==> config.mk <==
export PLATFORM = sky130hd
export DESIGN_NAME = sysclk_sel_unit
export DESIGN_NICKNAME = d
export VERILOG_FILES = /design/src/rtl/sysclk_sel_pkg.sv /design/src/rtl/osc_ready_timer.sv /design/src/rtl/hs_prescaler.sv /design/src/rtl/clk_mode_reg.sv /design/src/rtl/sysclk_sel_unit.sv
export SDC_FILE = /design/constraint.sdc
export NUM_CORES = 1
export LEC_CHECK = 0
export ABC_CLOCK_PERIOD_IN_PS = 1410
export BUFFER_PORTS_ARGS = -buffer_cell sky130_fd_sc_hd__buf_2
export CORE_ASPECT_RATIO = 0.7
export CORE_MARGIN = 2
export CORE_UTILIZATION = 46
export CTS_BUF_LIST = sky130_fd_sc_hd__clkbuf_4
export DETAILED_ROUTE_END_ITERATION = 8
export GPL_TIMING_DRIVEN = 0
export PLACE_DENSITY = 0.77
export SETUP_SLACK_MARGIN = 0.4
export SLEW_MARGIN = 25
export SYNTH_ARGS = -nofsm -noshare
export SYNTH_HDL_FRONTEND = slang
export SYNTH_HIERARCHICAL = 1
export SYNTH_SLANG_ARGS = --single-unit
==> constraint.sdc <==
create_clock -name clk -period 1.41 [get_ports clk]
set_input_delay 0.0705 -clock clk [delete_from_list [all_inputs] [get_ports clk]]
set_output_delay 0.0705 -clock clk [all_outputs]
set_load 0.02 [all_outputs]
==> src/rtl/sysclk_sel_pkg.sv <==
// Package: shared types, field positions and source decode for the system
// clock selector. Assumes the division range is fixed at 2 to 64.
package sysclk_sel_pkg;

    localparam int DIV_BITS = 6;              // counter bits: largest divide is 2^6
    localparam int SHIFT_W  = $clog2(DIV_BITS + 1);

    localparam int BIT_HL    = 0;
    localparam int BIT_IDLE  = 1;
    localparam int BIT_HSRDY = 2;
    localparam int BIT_LSRDY = 3;
    localparam int BIT_FAST  = 4;
    localparam int SEL_LSB   = 5;
    localparam int SEL_W     = 3;

    typedef enum logic [1:0] {
        PWR_RUN    = 2'b00,
        PWR_IDLE   = 2'b01,
        PWR_SLEEP  = 2'b10,
        PWR_SLEEP2 = 2'b11
    } pwr_mode_e;

    // Which clock paces the core: low-speed, or high-speed divided by 2^shift.
    typedef struct packed {
        logic               use_ls;
        logic [SHIFT_W-1:0] shift;
    } src_sel_t;

    // Map mode bit and select code to a source.
    function automatic src_sel_t decode_src(input logic hl, input logic [SEL_W-1:0] sel);
        src_sel_t   s;
        logic [3:0] k;
        k        = 4'd8 - {1'b0, sel};
        s.use_ls = 1'b0;
        s.shift  = '0;
        if (!hl) begin
            if (sel < 3'd2) s.use_ls = 1'b1;
            else            s.shift  = k[SHIFT_W-1:0];
        end
        return s;
    endfunction

endpackage

==> src/rtl/osc_ready_timer.sv <==
// Oscillator-ready timer: counts oscillator ticks while the oscillator is
// powered and raises `ready` after a crystal- or RC-dependent number of
// ticks. Assumes is_xtal is static while powered.
module osc_ready_timer #(
    parameter int XTAL_CYC = 1024,
    parameter int RC_CYC   = 16
) (
    input  logic clk,
    input  logic rst_n,
    input  logic powered,
    input  logic tick,
    input  logic is_xtal,
    output logic ready
);
    localparam int MAXC = (XTAL_CYC > RC_CYC) ? XTAL_CYC : RC_CYC;
    localparam int CW   = $clog2(MAXC + 1);

    logic [CW-1:0] cnt_q;
    logic [CW-1:0] last;

    // Final count value for the configured oscillator type.
    assign last = is_xtal ? CW'(XTAL_CYC - 1) : CW'(RC_CYC - 1);

    // Settling counter: cleared while stopped, holds once ready.
    always_ff @(posedge clk) begin
        if (!rst_n || !powered) begin
            cnt_q <= '0;
            ready <= 1'b0;
        end else if (tick && !ready) begin
            if (cnt_q == last) ready <= 1'b1;
            else               cnt_q <= cnt_q + 1'b1;
        end
    end
endmodule

==> src/rtl/hs_prescaler.sv <==
// High-speed prescaler: free-running counter advanced by high-speed ticks.
// Gives a pulse for a divide by 2^shift and a wrap strobe that marks the
// boundary common to every division period.
module hs_prescaler
    import sysclk_sel_pkg::*;
(
    input  logic               clk,
    input  logic               rst_n,
    input  logic               tick,
    input  logic [SHIFT_W-1:0] shift,
    output logic               pulse,
    output logic               wrap
);
    logic [DIV_BITS-1:0] cnt_q;
    logic [DIV_BITS-1:0] mask;

    // Tick counter, free-running from reset.
    always_ff @(posedge clk) begin
        if (!rst_n)    cnt_q <= '0;
        else if (tick) cnt_q <= cnt_q + 1'b1;
    end

    // The low `shift` bits all ones mark the last tick of a period.
    always_comb begin
        mask  = ~({DIV_BITS{1'b1}} << shift);
        pulse = tick && ((cnt_q & mask) == mask);
        wrap  = tick && (&cnt_q);
    end
endmodule

==> src/rtl/clk_mode_reg.sv <==
// Clock-mode control register: stores the writable fields and assembles
// the read word with the live ready flags. Writes to the flag positions
// are dropped.
module clk_mode_reg
    import sysclk_sel_pkg::*;
(
    input  logic             clk,
    input  logic             rst_n,
    input  logic             wr,
    input  logic [7:0]       wdata,
    input  logic             hs_rdy,
    input  logic             ls_rdy,
    output logic [SEL_W-1:0] sel,
    output logic             fast_en,
    output logic             hl_mode,
    output logic [7:0]       rdata
);
    logic idle_en;

    // Writable fields; reset leaves high-speed mode and idle enable set.
    always_ff @(posedge clk) begin
        if (!rst_n) begin
            sel     <= '0;
            fast_en <= 1'b0;
            idle_en <= 1'b1;
            hl_mode <= 1'b1;
        end else if (wr) begin
            sel     <= wdata[SEL_LSB +: SEL_W];
            fast_en <= wdata[BIT_FAST];
            idle_en <= wdata[BIT_IDLE];
            hl_mode <= wdata[BIT_HL];
        end
    end

    // Read word: stored fields plus live flags.
    always_comb begin
        rdata                   = '0;
        rdata[SEL_LSB +: SEL_W] = sel;
        rdata[BIT_FAST]         = fast_en;
        rdata[BIT_LSRDY]        = ls_rdy;
        rdata[BIT_HSRDY]        = hs_rdy;
        rdata[BIT_IDLE]         = idle_en;
        rdata[BIT_HL]           = hl_mode;
    end
endmodule

==> src/rtl/sysclk_sel_unit.sv <==
// System clock selector top: register, prescaler, two ready timers and
// the source multiplexer producing the sys_en pulse. The source in use
// changes only at the prescaler wrap. Assumes tick inputs are one-cycle.
module sysclk_sel_unit
    import sysclk_sel_pkg::*;
#(
    parameter int HS_XTAL_CYC = 1024,
    parameter int HS_RC_CYC   = 16,
    parameter int LS_XTAL_CYC = 1024,
    parameter int LS_RC_CYC   = 2
) (
    input  logic       clk,
    input  logic       rst_n,
    input  logic       hs_tick,
    input  logic       ls_tick,
    input  logic       hs_is_xtal,
    input  logic       ls_is_xtal,
    input  logic [1:0] pwr_mode,
    input  logic       reg_wr,
    input  logic [7:0] reg_wdata,
    output logic [7:0] reg_rdata,
    output logic       sys_en
);
    pwr_mode_e        mode;
    logic             run, ls_on;
    logic             hs_rdy, ls_rdy;
    logic [SEL_W-1:0] sel;
    logic             fast_en, hl_mode;
    logic             div_pulse, div_wrap;
    src_sel_t         req, act_q;
    logic             fast_sub;

    // Power-mode decode: idle stops high-speed only, sleep stops both.
    always_comb begin
        mode  = pwr_mode_e'(pwr_mode);
        run   = (mode == PWR_RUN);
        ls_on = (mode == PWR_RUN) || (mode == PWR_IDLE);
    end

    clk_mode_reg i_reg (
        .clk(clk), .rst_n(rst_n), .wr(reg_wr), .wdata(reg_wdata),
        .hs_rdy(hs_rdy), .ls_rdy(ls_rdy), .sel(sel), .fast_en(fast_en),
        .hl_mode(hl_mode), .rdata(reg_rdata)
    );

    osc_ready_timer #(.XTAL_CYC(HS_XTAL_CYC), .RC_CYC(HS_RC_CYC)) i_hs_rdy (
        .clk(clk), .rst_n(rst_n), .powered(run), .tick(hs_tick),
        .is_xtal(hs_is_xtal), .ready(hs_rdy)
    );

    osc_ready_timer #(.XTAL_CYC(LS_XTAL_CYC), .RC_CYC(LS_RC_CYC)) i_ls_rdy (
        .clk(clk), .rst_n(rst_n), .powered(ls_on), .tick(ls_tick),
        .is_xtal(ls_is_xtal), .ready(ls_rdy)
    );

    hs_prescaler i_div (
        .clk(clk), .rst_n(rst_n), .tick(hs_tick), .shift(act_q.shift),
        .pulse(div_pulse), .wrap(div_wrap)
    );

    // Requested source from the register fields.
    assign req = decode_src(hl_mode, sel);

    // Source in use: reloaded only at the common period boundary.
    always_ff @(posedge clk) begin
        if (!rst_n)        act_q <= '0;
        else if (div_wrap) act_q <= req;
    end

    // Fast-wake substitution and the output enable.
    always_comb begin
        fast_sub = fast_en && hs_is_xtal && !act_q.use_ls && !hs_rdy;
        if (!run)
            sys_en = 1'b0;
        else if (act_q.use_ls || fast_sub)
            sys_en = ls_tick && ls_rdy;
        else
            sys_en = div_pulse && hs_rdy;
    end
endmodule

* Yosys cells after proc, flatten, opt, wreduce, memory -nomap -nowiden
Index checks and enable logic that the tools add are counted.
** Storage, ports and cells
- Bits in registers :: 40
- Bits in latches :: 0
- Memory bits (writable) :: 0
- Bits in read-only memories :: 0
- Output and inout port bits :: 9
- Word-level logic and storage cells :: 57
- Memories kept :: 0
** Operators by class
- $add $sub $neg :: 4
- Multiply operators :: 0
- Divide/modulo/power cells :: 0
- Order comparisons :: 1
- Equal/unequal tests :: 4
- Shifts and indexed selects :: 1
- Muxes and demuxes :: 7
- Bitwise logic cells :: 4
- Reduce and logical (&&, ||, !) cells :: 25
** Operators by type and width (number)
- $add A11 B1 Y11 const B :: 2
- $eq A11 B11 Y1 :: 2
- $mux W10 :: 2
- $logic_and A1 B1 Y1 :: 9
- $reduce_and A2 Y1 :: 4
- $add A6 B1 Y6 const B :: 1
- $and A6 B6 Y6 :: 1
- $eq A6 B6 Y1 :: 1
- $logic_not A1 Y1 :: 6
- $not A6 Y6 :: 1
- $reduce_and A6 Y1 :: 1
- $shl A6 B3 Y6 const A :: 1
- $logic_or A1 B1 Y1 :: 4
- $mux W4 :: 1
- $lt A3 B2 Y1 const B :: 1
- $mux W1 :: 3
- $mux W3 :: 1
- $sub A1 B3 Y3 const A :: 1
- $eq A2 B1 Y1 const B :: 1
- $logic_not A2 Y1 :: 1
- $not A1 Y1 :: 2

* Logic depth before layout (Yosys ltp)
Gate-level depths: netlist of run 1.
- Depth after elaboration :: 8
- Mapped depth :: 7
- Mapped depth without buffers :: 6

* Modules after synthesis
Netlist of run 1, hierarchy kept.
** By module, submodules not included
- osc_ready_timer (i_ls_rdy) :: instances 1, cells an instance 85, area an instance 733.2 µm²
- osc_ready_timer (i_hs_rdy) :: instances 1, cells an instance 75, area an instance 661.9 µm²
- hs_prescaler :: instances 1, cells an instance 36, area an instance 324.1 µm²
- clk_mode_reg :: instances 1, cells an instance 27, area an instance 284.0 µm²
- sysclk_sel_unit :: instances 1, cells an instance 28, area an instance 230.2 µm²

* Worst setup path after synthesis of run 1
Ideal clock, no wire load.
- Path kind :: register -> register
- From :: register i_ls_rdy.cnt_q[8]
- To :: register i_ls_rdy.cnt_q[6]
- Setup time :: 0.123 ns
- Data arrival time :: 1.403 ns
- Path slack :: -0.116 ns
- Stages on the path, launching flop included :: 6
- Path buffers :: 1
- Period minus slack after synthesis :: 1.526 ns
- Cells stage by stage :: dfxtp_1 or4_4 a21oi_4 buf_6 a211oi_2 mux2i_1
** On the way
- Word-level cells in the longest chain between the ends :: 3
** RTL lines
- start: declaration :: RTL line osc_ready_timer.sv:18 : logic [CW-1:0] cnt_q;
- start signal: assignment :: RTL line osc_ready_timer.sv:31 : else cnt_q <= cnt_q + 1'b1;
- $eq A11 B11 Y1 :: RTL line osc_ready_timer.sv:30 : if (cnt_q == last) ready <= 1'b1;
- $not A1 Y1 (no source line)
- $reduce_and A2 Y1 (no source line)
Every way passes these cells.
A chain may end at the register's enable or synchronous reset.

* Final worst setup path of run 1
- From :: register i_hs_rdy.cnt_q[4]
- To :: register i_hs_rdy.cnt_q[6]
** On the way
- Word-level cells in the longest chain between the ends :: 3
- Elaborated cells between the ends (all ways) :: 4
** RTL lines (RTL line)
- start: declaration :: osc_ready_timer.sv:18
- start signal: assignment :: osc_ready_timer.sv:31
- parallel branches: the longest is 3 deep, another holds $add A11 B1 Y11
Parallel ways; which one is timed is not known.

==> impl_results.md, run 1 <==
- Run status: finished with violations
- Failing checks: setup timing
- Yosys cell types: between 50 and 60
- Post-layout worst setup margin: -0.2863 ns
- Placement Cell Area: approximately 0.0025 mm²
- Starting Density: a little under half
- Via count: between 2000 and 2500
- Routed Antenna Nets: 0
- Clk_lat worst skew: roughly 0.36 ns
- Commonest non-fill, non-tap cell in the layout: nand2_1
- Yosys warning total: 6
- Sw power: around 0.6 mW
- Die height: about 62 µm
- Finished Cell Area: 0.003267 mm²
- CTS tree: done
- Sequential power share: roughly half
- Most frequent cells in the layout: nand2_1, buf_6, dfxtp_2, buf_2, buf_4
- Final setup violation count: 25
- Yosys reg bits: 40
- Max Freq: 589.5 MHz
- Placed Instances: 330
- Slew Viols, Final: 0
- Port buffer count: 22
- Crit path launch type: flip-flop
- Cell Pwr Density: 688.7 mW/mm²
- Vias per cell: about 5.8
- Pin count of the biggest net entering global routing: 21
- Async SR Flop Fraction: 0%
- Top_reg_cell synth: dfxtp_1
- DR iter-0 viols: about 150
- Crit-path max FO: 6
- Mapped Area: roughly 0.0022 mm²
- Met3 Use GR: between 4 and 5%
- I/O pin cnt: 26
- Row cnt: 21
- Final nets: between 300 and 400
- WL final: roughly 6.4 mm
- RSZ-0062 raised after global routing: true
- DIE AREA: between 0.005 and 0.006 mm²
- Setup CP Type: reg -> reg
- Clock skew: 0.02054 ns
- EDFF count, synth: 0
- Synth top area cells: dfxtp_1, mux2i_1, nand2_1
- Place WS: -0.2641 ns
- Reg area: around 870 µm²
- Arr. time, crit path: ~2.0 ns
- Switching part of the total: a little over a quarter
- GR peak layer: met2
- Least-Margin Pin Slew: 0.6618 ns
- Core box area: approximately 0.0047 mm²
- Period utilization: 120.3%
- Root Buffer: clkbuf_4
- Clock share of power: roughly a third
- Fillers: approximately 340
- CTS Buf Count: 5
- Combinational Power Share: roughly 14%
- Vias in the first global route: a little over 2000
- Post-DP HPWL: 3.437 mm
- Max Cap Viol: 0
- Syn Inst Count: about 250
- P_leak: around 1.2 nW
- Total track usage: a little over a fifth
- Die Wd: approximately 87 µm
- DRT Pass-1 Iters: 7
- Longest Clk Path Bufs: 2
- CTS Sinks: 40
- GRT overflow: 0
- Hold crit path type: in -> reg
- Antenna violations before repair: 0
- Layout area overhead: 46.27%
- Clock-pin slew on the worst setup and hold paths: approximately 0.14 ns
- Period minus WS final: 1.696 ns
- Int Pwr: about 1.7 mW
- GP Congestion: between 0.8 and 0.9
- WP data required: between 1.5 and 2 ns
- Cell taking the most area after synthesis: dfxtp_1
- Wire per inst: between 15 and 20 µm
- Area share of the largest cell type after synthesis: between 30% and 40%
- Fraction of layout instances using a drive strength above 1: roughly 50%
- Register area share after synthesis: a little over a third
- Synthesized area per cell: slightly below 9 µm²
- Synthesized net count: ~270
- First-pass GRT wire length: about 9.4 mm
- M2 GR Usage: between 30% and 40%
- VDD IR max: between 0.4 and 0.5 mV
- Slew headroom: a little under three fifths
- Final Hold Vio Count: 0
- DRC: 0
- H-tree depth: 2
- Area of the multi-input gates: 0.001505 mm²
- Antenna Cells: 0
- Worst setup EP type: flip-flop
- Met1 usage: between 20 and 30%
- Cell Count, Final, Fillers Out: between 300 and 400
## power by group through the flow
stage          logic (mW)  registers [mW]  clock network [mW]
5_1_grt             0.331            1.16               0.847
3_3_place_gp        0.206            1.20                   0
4_1_cts             0.277            1.16               0.791
6_report            0.310            1.16               0.781
3_5_place_dp        0.212            1.20                   0
2_1_floorplan       0.142            1.20                   0
## kinds of logic (layout without fill, tap and decap cells)
family / count (synthesis) / after routing / synth area share (%)
buffers and inverters: 22 / 90 / 7.002
multiplexers: 13 / 13 / 5.826
XOR/XNOR: 5 / 5 / 1.961
AND/OR/NAND/NOR: 109 / 109 / 27.28
adder cells (fa/ha/maj): 4 / 4 / 2.241
AO/OA/AOI/OAI: 58 / 58 / 19.83
flip-flops: 40 / 40 / 35.85
## synth_stat cells (7+ instances only)
cell,instances
dfxtp_1,40
nand2_1,30
mux2i_1,13
nor2b_1,11
a21oi_2,10
nand2b_1,10
a21oi_1,9
buf_4,9
nand4_1,9
nor2_1,8
and2_1,7
nand3_1,7
or3_1,7
## cell type report
type / count / share of cell area, %
Timing Repair Buffer: 60 / 16.93
Sequential cell: 40 / 26.77
Inverter: 5 / 0.5745
Clock inverter: 3 / 1.302
Buffer: 17 / 5.017
Multi-Input combinational cell: 189 / 46.07
Tap cell: 57 / 2.183
Clock buffer: 5 / 1.149
## critical path, cell delays in order (launching register included)
cell      delay (ns)
dfxtp_2         0.38
nor3_1          0.26
nand2_1         0.13
a211oi_4        0.32
buf_6           0.19
buf_6           0.10
o31ai_2         0.06
a21oi_1         0.16
## state kept, by name (all words and copies together), names as in the netlist
register	count
i_ls_rdy/ready	1
act_q	4
i_reg/idle_en	1
i_reg/hl_mode	1
i_reg/fast_en	1
i_hs_rdy/cnt_q	11
i_hs_rdy/ready	1
i_ls_rdy/cnt_q	11
i_div/cnt_q	6
i_reg/sel	3
## layer usage
| layer | vias to the layer above | wire (µm) |
|---|---|---|
| met5 | - | 0 |
| met4 | 0 | 95 |
| li1 | 1042 | - |
| met2 | 87 | 3200 |
| met3 | 12 | 376 |
| met1 | 1041 | 2732 |
## final timing paths
path                                                       end  slack [ns]                      startpoint  depth (start not counted)
worst max register to register  i_hs_rdy/cnt_q[6]$_SDFFE_PP0P_       -0.29  i_hs_rdy/cnt_q[4]$_SDFFE_PP0P_                          7
worst max-delay path            i_hs_rdy/cnt_q[6]$_SDFFE_PP0P_       -0.29  i_hs_rdy/cnt_q[4]$_SDFFE_PP0P_                          7
worst min register to register  i_ls_rdy/cnt_q[9]$_SDFFE_PP0P_        0.49  i_ls_rdy/cnt_q[9]$_SDFFE_PP0P_                          2
worst min-delay path                i_reg/idle_en$_SDFFE_PN1P_        0.03                           rst_n                          2
## timing repair
action                                 4_1_cts  5_1_grt
buffers inserted                            19        6
gates resized for setup                     74       21
setup endpoints to repair                   36       37
endpoints found under the hold margin        8        0
pin swaps                                   20       18
hold buffers                                 9        0
gates cloned                                 4        0
## metrics by stage
stage          utilization (%)  total power, mW  hold slack, ns  TNS (ns)
4_1_cts                  65.93            2.229         0.01597    -4.050
5_1_grt                  69.07            2.341         0.01270    -6.977
2_1_floorplan                -            1.341          0.1324   -0.3156
6_report                 69.07            2.250         0.02958    -5.691
3_3_place_gp             53.04            1.405          0.2849    -3.021
3_5_place_dp             53.04            1.412          0.3084    -3.581
No activity file was read; power rests on OpenSTA's default activity.
==> inputs of run 2 (changes only) <==
GPL_TIMING_DRIVEN = default   (was 0)
==> run 2 against run 1 <==
The flow still finishes with violations (setup timing). Via count up 1.3%. Fmax up 1.4%. First-iteration DRC count up 36%. Non-clock buffer count up 11. Sequential power about the same. Combinational power down 13%. Largest power group unchanged.
==> impl_results.md, run 2 (same netlist as run 1, synthesis figures left out) <==
- Run status: finished with violations
- Failing checks: setup timing
- Sum of buffers and inverters on the critical path: 1
- Clock-pin slew on the worst setup and hold paths: roughly 0.12 ns
- Clock skew: between 0.005 and 0.006 ns
- Crit path launch type: flip-flop
- VDD IR max: between 0.4 and 0.5 mV
- P_leak: around 1.2 nW
- Cell Pwr Density: 679.0 mW/mm²
- Period utilization: 118.6%
- Arr. time, crit path: roughly 1.6 ns
- Slowest CP cell: dfxtp_2
- Pin count of the biggest net entering global routing: 13
- Routed Antenna Nets: 0
- Post-layout worst setup margin: -0.2627 ns
- Int Pwr: ~1.6 mW
- Final nets: between 300 and 400
- Clk_lat worst skew: 0.35 ns
- Placed Instances: 368
- Root Buffer: clkbuf_4
- Hold path depth: 2
- Final setup violation count: 25
- Finished Cell Area: around 0.0032 mm²
- Most frequent cells in the layout: buf_4, nand2_1, dfxtp_2, buf_2, buf_6
- DRT Pass-1 Iters: 4
- Longest Clk Path Bufs: 2
- Period minus WS final: roughly 1.7 ns
- Wire per inst: 15.61 µm
- Placement Cell Area: 0.002781 mm²
- Clock share of power: between 30% and 40%
- Antenna Cells: 0
- Least-Margin Pin Slew: 0.6370 ns
- Combinational Power Share: around an eighth
- Family with the most delay on the worst path: compound AO/OA/AOI/OAI gates
- R2R cell count: 5
- Core box area: roughly 0.0047 mm²
- Slew headroom: roughly 57%
- CTS Sinks: 40
- Max Cap Viol: 0
- Fillers: approximately 370
- Sequential power share: between 50% and 60%
- Switching part of the total: between 20% and 30%
- Vias per cell: roughly 5.7
- H-tree depth: 2
- Commonest non-fill, non-tap cell in the layout: buf_4
- Slew Viols, Final: 0
- CP Cell Sequence: nand2b_1 -> o2111ai_2 -> a211oi_2 -> nand2_1 -> o21ai_1 -> o21a_2 -> buf_6
- Hold slack: roughly 0.058 ns
- Post-DP HPWL: 3.971 mm
- Final Hold Vio Count: 0
- Starting Density: a little under half
- WP data required: between 1 and 1.5 ns
- Die Wd: 87.28 µm
- Sw power: between 0.5 and 0.6 mW
- Vias in the first global route: between 2000 and 2500
- CTS tree: done
- Via count: approximately 2200
- WL final: slightly above 6 mm
- CP peak stage delay: 0.37 ns
- GRT overflow: 0
- Hold crit path type: in -> reg
- Top flop regs: i_hs_rdy/cnt_q: 11 flops, i_ls_rdy/cnt_q: 11 flops, i_div/cnt_q: 6 flops
- Sum Neg Setup Slack: -3.643 ns
- I/O pin cnt: 26
- Crit-path max FO: 5
- Antenna violations before repair: 0
- Cell Count, Final, Fillers Out: 388
- DRC: 0
- Fraction of layout instances using a drive strength above 1: 53.78%
- Worst path depth: 7
- Port buffer count: 23
- GP Congestion: a little under 0.9
- Final Core Density: approximately two thirds
- Setup CP Type: reg -> out
- Row cnt: 21
- DR iter-0 viols: 205
- Worst setup EP type: output port
- DIE AREA: 0.005437 mm²
- Die height: 62.30 µm
- Max Freq: 597.8 MHz
- Total track usage: 21.85%
- Layout area overhead: 44.59%
- First-pass GRT wire length: roughly 9.5 mm
- RSZ-0062 raised after global routing: true
- CTS Buf Count: 5
[run 2: per-layer routing]
metal	track usage, %	routed length [µm]
met5	0	0
met3	4.388	305
met2	33.90	2849
met1	30.88	2832
met4	5.769	68
[run 2: path summary, 6_finish.rpt]
check	start	to	slack, ns
worst max register to register	i_ls_rdy/cnt_q[9]$_SDFFE_PP0P_	i_ls_rdy/cnt_q[8]$_SDFFE_PP0P_	-0.19
worst min-delay path	rst_n	act_q[3]$_SDFFE_PN0P_	0.06
worst max-delay path	act_q[1]$_SDFFE_PN0P_	sys_en	-0.26
worst min register to register	i_reg/hl_mode$_SDFFE_PN1P_	i_reg/hl_mode$_SDFFE_PN1P_	0.49
[run 2: layout make-up]
type / count / area [µm²] / area share (%)
repair buffers: 88 / 690.7 / 21.39
multi-input cells: 190 / 1523 / 47.15
clock buffers: 5 / 37.54 / 1.162
clock inverters: 3 / 37.54 / 1.162
flip-flops and latches: 40 / 850.8 / 26.35
well taps: 57 / 71.32 / 2.208
inverters: 5 / 18.77 / 0.5812
[run 2: per-stage QoR]
step / total power [mW] / setup slack (ns)
finish: 2.193 / -0.2627
global route: 2.295 / -0.3748
CTS: 2.187 / -0.3024
detailed placement: 1.422 / -0.1181
global placement: 1.414 / -0.08911
floorplan: 1.341 / -0.05467
[run 2: what timing repair did]
action / in CTS / in global routing
cloned: 1 / 1
endpoints found under the setup margin: 34 / 37
pin swaps: 25 / 16
setup buffers: 2 / 2
hold endpoints to repair: 6 / 0
hold buffers: 6 / 0
resized for setup: 43 / 32
[run 2: power groups by stage]
stage | Combinational, mW | Sequential, mW | Clock [mW]
4_1_cts | 0.248 | 1.17 | 0.766
3_5_place_dp | 0.223 | 1.20 | 0
5_1_grt | 0.293 | 1.17 | 0.829
6_report | 0.271 | 1.17 | 0.752
2_1_floorplan | 0.142 | 1.20 | 0
3_3_place_gp | 0.216 | 1.20 | 0
==> inputs of run 3 (changes only) <==
ABC_CLOCK_PERIOD_IN_PS = 1600   (was 1410)
CELL_PAD_IN_SITES_DETAIL_PLACEMENT = 1   (was default)
CELL_PAD_IN_SITES_GLOBAL_PLACEMENT = 1   (was default)
CTS_CLUSTER_SIZE = 14   (was default)
PLACE_DENSITY = 0.91   (was 0.77)
clock period = 1.6 ns   (was 1.41 ns; I/O delays follow)
==> run 3 against run 2 <==
The flow finishes with violations (hold timing, setup timing). First-iteration DRC count down 14%. Core utilization shrank 1.4 points. Largest cell class unchanged. Die area did not move. Largest power group unchanged. Worst hold slack worse by 0.077 ns. Final cell count shrank 5.2%. Register-to-register slack lost 0.03 ns.
==> impl_results.md, run 3 (same netlist as run 1, synthesis figures left out) <==
- RSZ-0062 raised after global routing: true
- Sequential power share: a little over half
- Crit path launch type: flip-flop
- Port buffer count: 23
- R2R Path End: i_ls_rdy/ready$_SDFFE_PP0P_
- I/O pin cnt: 26
- DIE AREA: around 0.0054 mm²
- Pin count of the biggest net entering global routing: 21
- H-tree depth: 2
- Least-Margin Pin Slew: just over 0.6 ns
- P_leak: roughly 1.1 nW
- Final setup violation count: 23
- WL final: 8.990 mm
- DR iter-0 viols: 176
- Clock skew: between 0.015 and 0.02 ns
- Clk_lat worst skew: 0.39 ns
- Setup CP Type: reg -> out
- Vias in the first global route: between 2000 and 2500
- Top flop regs: i_hs_rdy/cnt_q: 11 flops, i_ls_rdy/cnt_q: 11 flops, i_div/cnt_q: 6 flops
- Starting Density: ~47%
- First-pass GRT wire length: 12.21 mm
- CP peak stage delay: 0.42 ns
- Hold crit path type: in -> reg
- Combinational Power Share: between 10% and 20%
- Hold slack: -0.01860 ns
- Total track usage: ~29%
- CTS Sinks: 40
- Run status: finished with violations
- Slowest CP cell: dfxtp_2
- Final Core Density: between 60% and 70%
- Sw power: about 0.58 mW
- Die height: 62.30 µm
- VDD IR max: roughly 0.48 mV
- Switching part of the total: between 30% and 40%
- Cell Pwr Density: 594.9 mW/mm²
- Slew headroom: a little under 60%
- Worst setup EP type: output port
- DRC: 0
- Total power: about 1.9 mW
- Max Cap Viol: 0
- Slew Viols, Final: 0
- Via count: ~2300
- Vias per cell: 6.337
- GRT overflow: 0
- Core box area: about 0.0047 mm²
- Period minus WS final: between 1.5 and 2 ns
- Failing checks: hold timing, setup timing
- Hold path depth: 3
- Layout area overhead: 41.68%
- Wire per inst: around 24 µm
- Antenna violations before repair: 0
- R2r setup slk: -0.22 ns
- Longest Clk Path Bufs: 2
- Final nets: 331
- Hold path start: reg_wdata[6]
- Crit Reg-Reg Startpoint: i_ls_rdy/cnt_q[1]$_SDFFE_PP0P_
- CP Cell Sequence: o2bb2ai_1 -> nand2_1 -> a211oi_2 -> nand2_1 -> o21ai_1 -> o21a_2 -> buf_6
- Antenna Cells: 0
- R2R cell count: 6
- Int Pwr: ~1.3 mW
- Fraction of layout instances using a drive strength above 1: 52.73%
- Clock share of power: 31.5%
- CTS Buf Count: 5
- WP data required: 1.52 ns
- GP Congestion: ~0.8
- Most frequent cells in the layout: nand2_1, buf_4, buf_2, dfxtp_1, a21oi_2
- Arr. time, crit path: roughly 1.8 ns
- Max Freq: approximately 540 MHz
- Die Wd: just under 90 µm
- Crit-path max FO: 5
- CTS tree: done
- Final Hold Vio Count: 2
- Row cnt: 21
- Root Buffer: clkbuf_4
- DRT Pass-1 Iters: 4
- Clock-pin slew on the worst setup and hold paths: around 0.14 ns
- Most frequent CP cell: nand2_1
- Routed Antenna Nets: 0
- Hold endpoint: i_reg/sel[1]$_SDFFE_PN0P_
- Post-layout worst setup margin: -0.2508 ns
- Post-DP HPWL: 4.315 mm
- Period utilization: 115.7%
==> run 3: power by group through the flow <==
stage / clock network, mW / logic (mW) / registers, mW
final: 0.593 / 0.268 / 1.02
after floorplan: 0 / 0.124 / 1.06
after global routing: 0.637 / 0.285 / 1.03
after global placement: 0 / 0.171 / 1.06
after CTS: 0.554 / 0.228 / 1.02
after detailed placement: 0 / 0.181 / 1.06
==> run 3: worst max-delay path, delay by kind of cell, from the launching register on <==
kind | cells | cell delay [ns]
flip-flops | 1 | 0.42
AND/OR/NAND/NOR | 2 | 0.20
AO/OA/AOI/OAI | 4 | 0.64
buffers and inverters | 1 | 0.11
==> run 3: repair_timing <==
| item | CTS | global route |
|---|---|---|
| hold buffers | 3 | 0 |
| endpoints found under the setup margin | 29 | 32 |
| buffers inserted | 9 | 11 |
| cloned | 3 | 0 |
| pin swaps | 21 | 27 |
| hold endpoints to repair | 3 | 0 |
| gates resized for setup | 53 | 30 |
==> run 3: layer usage <==
layer  part of all wire (%)  up-vias  global-route usage, %
met3                    6.0       44                  6.117
met5                      0        -                      0
met1                     41     1149                  34.99
met4                    4.9        0                  14.23
li1                       -     1025                      -
met2                     48      114                  49.53
==> run 3: final cells by class <==
type / count / area [µm²]
Multi-Input combinational cell: 190 / 1603
Fill cell: 535 / 1565
Sequential cell: 40 / 853.3
Timing Repair Buffer: 68 / 561.8
Tap cell: 57 / 71.32
Clock buffer: 6 / 45.04
Inverter: 5 / 18.77
Clock inverter: 2 / 11.26
==> run 3: metrics by stage <==
stage	hold slack [ns]	TNS (ns)	worst slack, ns	instance area [µm²]	instances
after detailed placement	0.3124	-0.1619	-0.06557	2517	334
after floorplan	0.1419	0	0.1353	2306	251
after global routing	0.002129	-2.663	-0.3066	3164	368
after global placement	0.2928	0	0.07313	2517	334
after CTS	0.01404	-0.3776	-0.1808	2939	357
final	-0.01860	-1.876	-0.2508	3164	368
==> run 3: worst max path at each step <==
| stage | start | endpoint | slack [ns] | cells after the start |
|---|---|---|---|---|
| after detailed placement | i_ls_rdy/cnt_q[5]$_SDFFE_PP0P_ | i_ls_rdy/cnt_q[5]$_SDFFE_PP0P_ | -0.07 | 4 |
| after global routing | i_div/cnt_q[2]$_SDFFE_PN0P_ | sys_en | -0.31 | 7 |
| after CTS | i_div/cnt_q[5]$_SDFFE_PN0P_ | sys_en | -0.18 | 7 |
| after floorplan | i_ls_rdy/cnt_q[9]$_SDFFE_PP0P_ | i_ls_rdy/cnt_q[6]$_SDFFE_PP0P_ | 0.14 | 5 |
| after global placement | i_ls_rdy/cnt_q[5]$_SDFFE_PP0P_ | i_ls_rdy/cnt_q[5]$_SDFFE_PP0P_ | 0.07 | 4 |
| final | i_div/cnt_q[1]$_SDFFE_PN0P_ | sys_en | -0.25 | 7 |
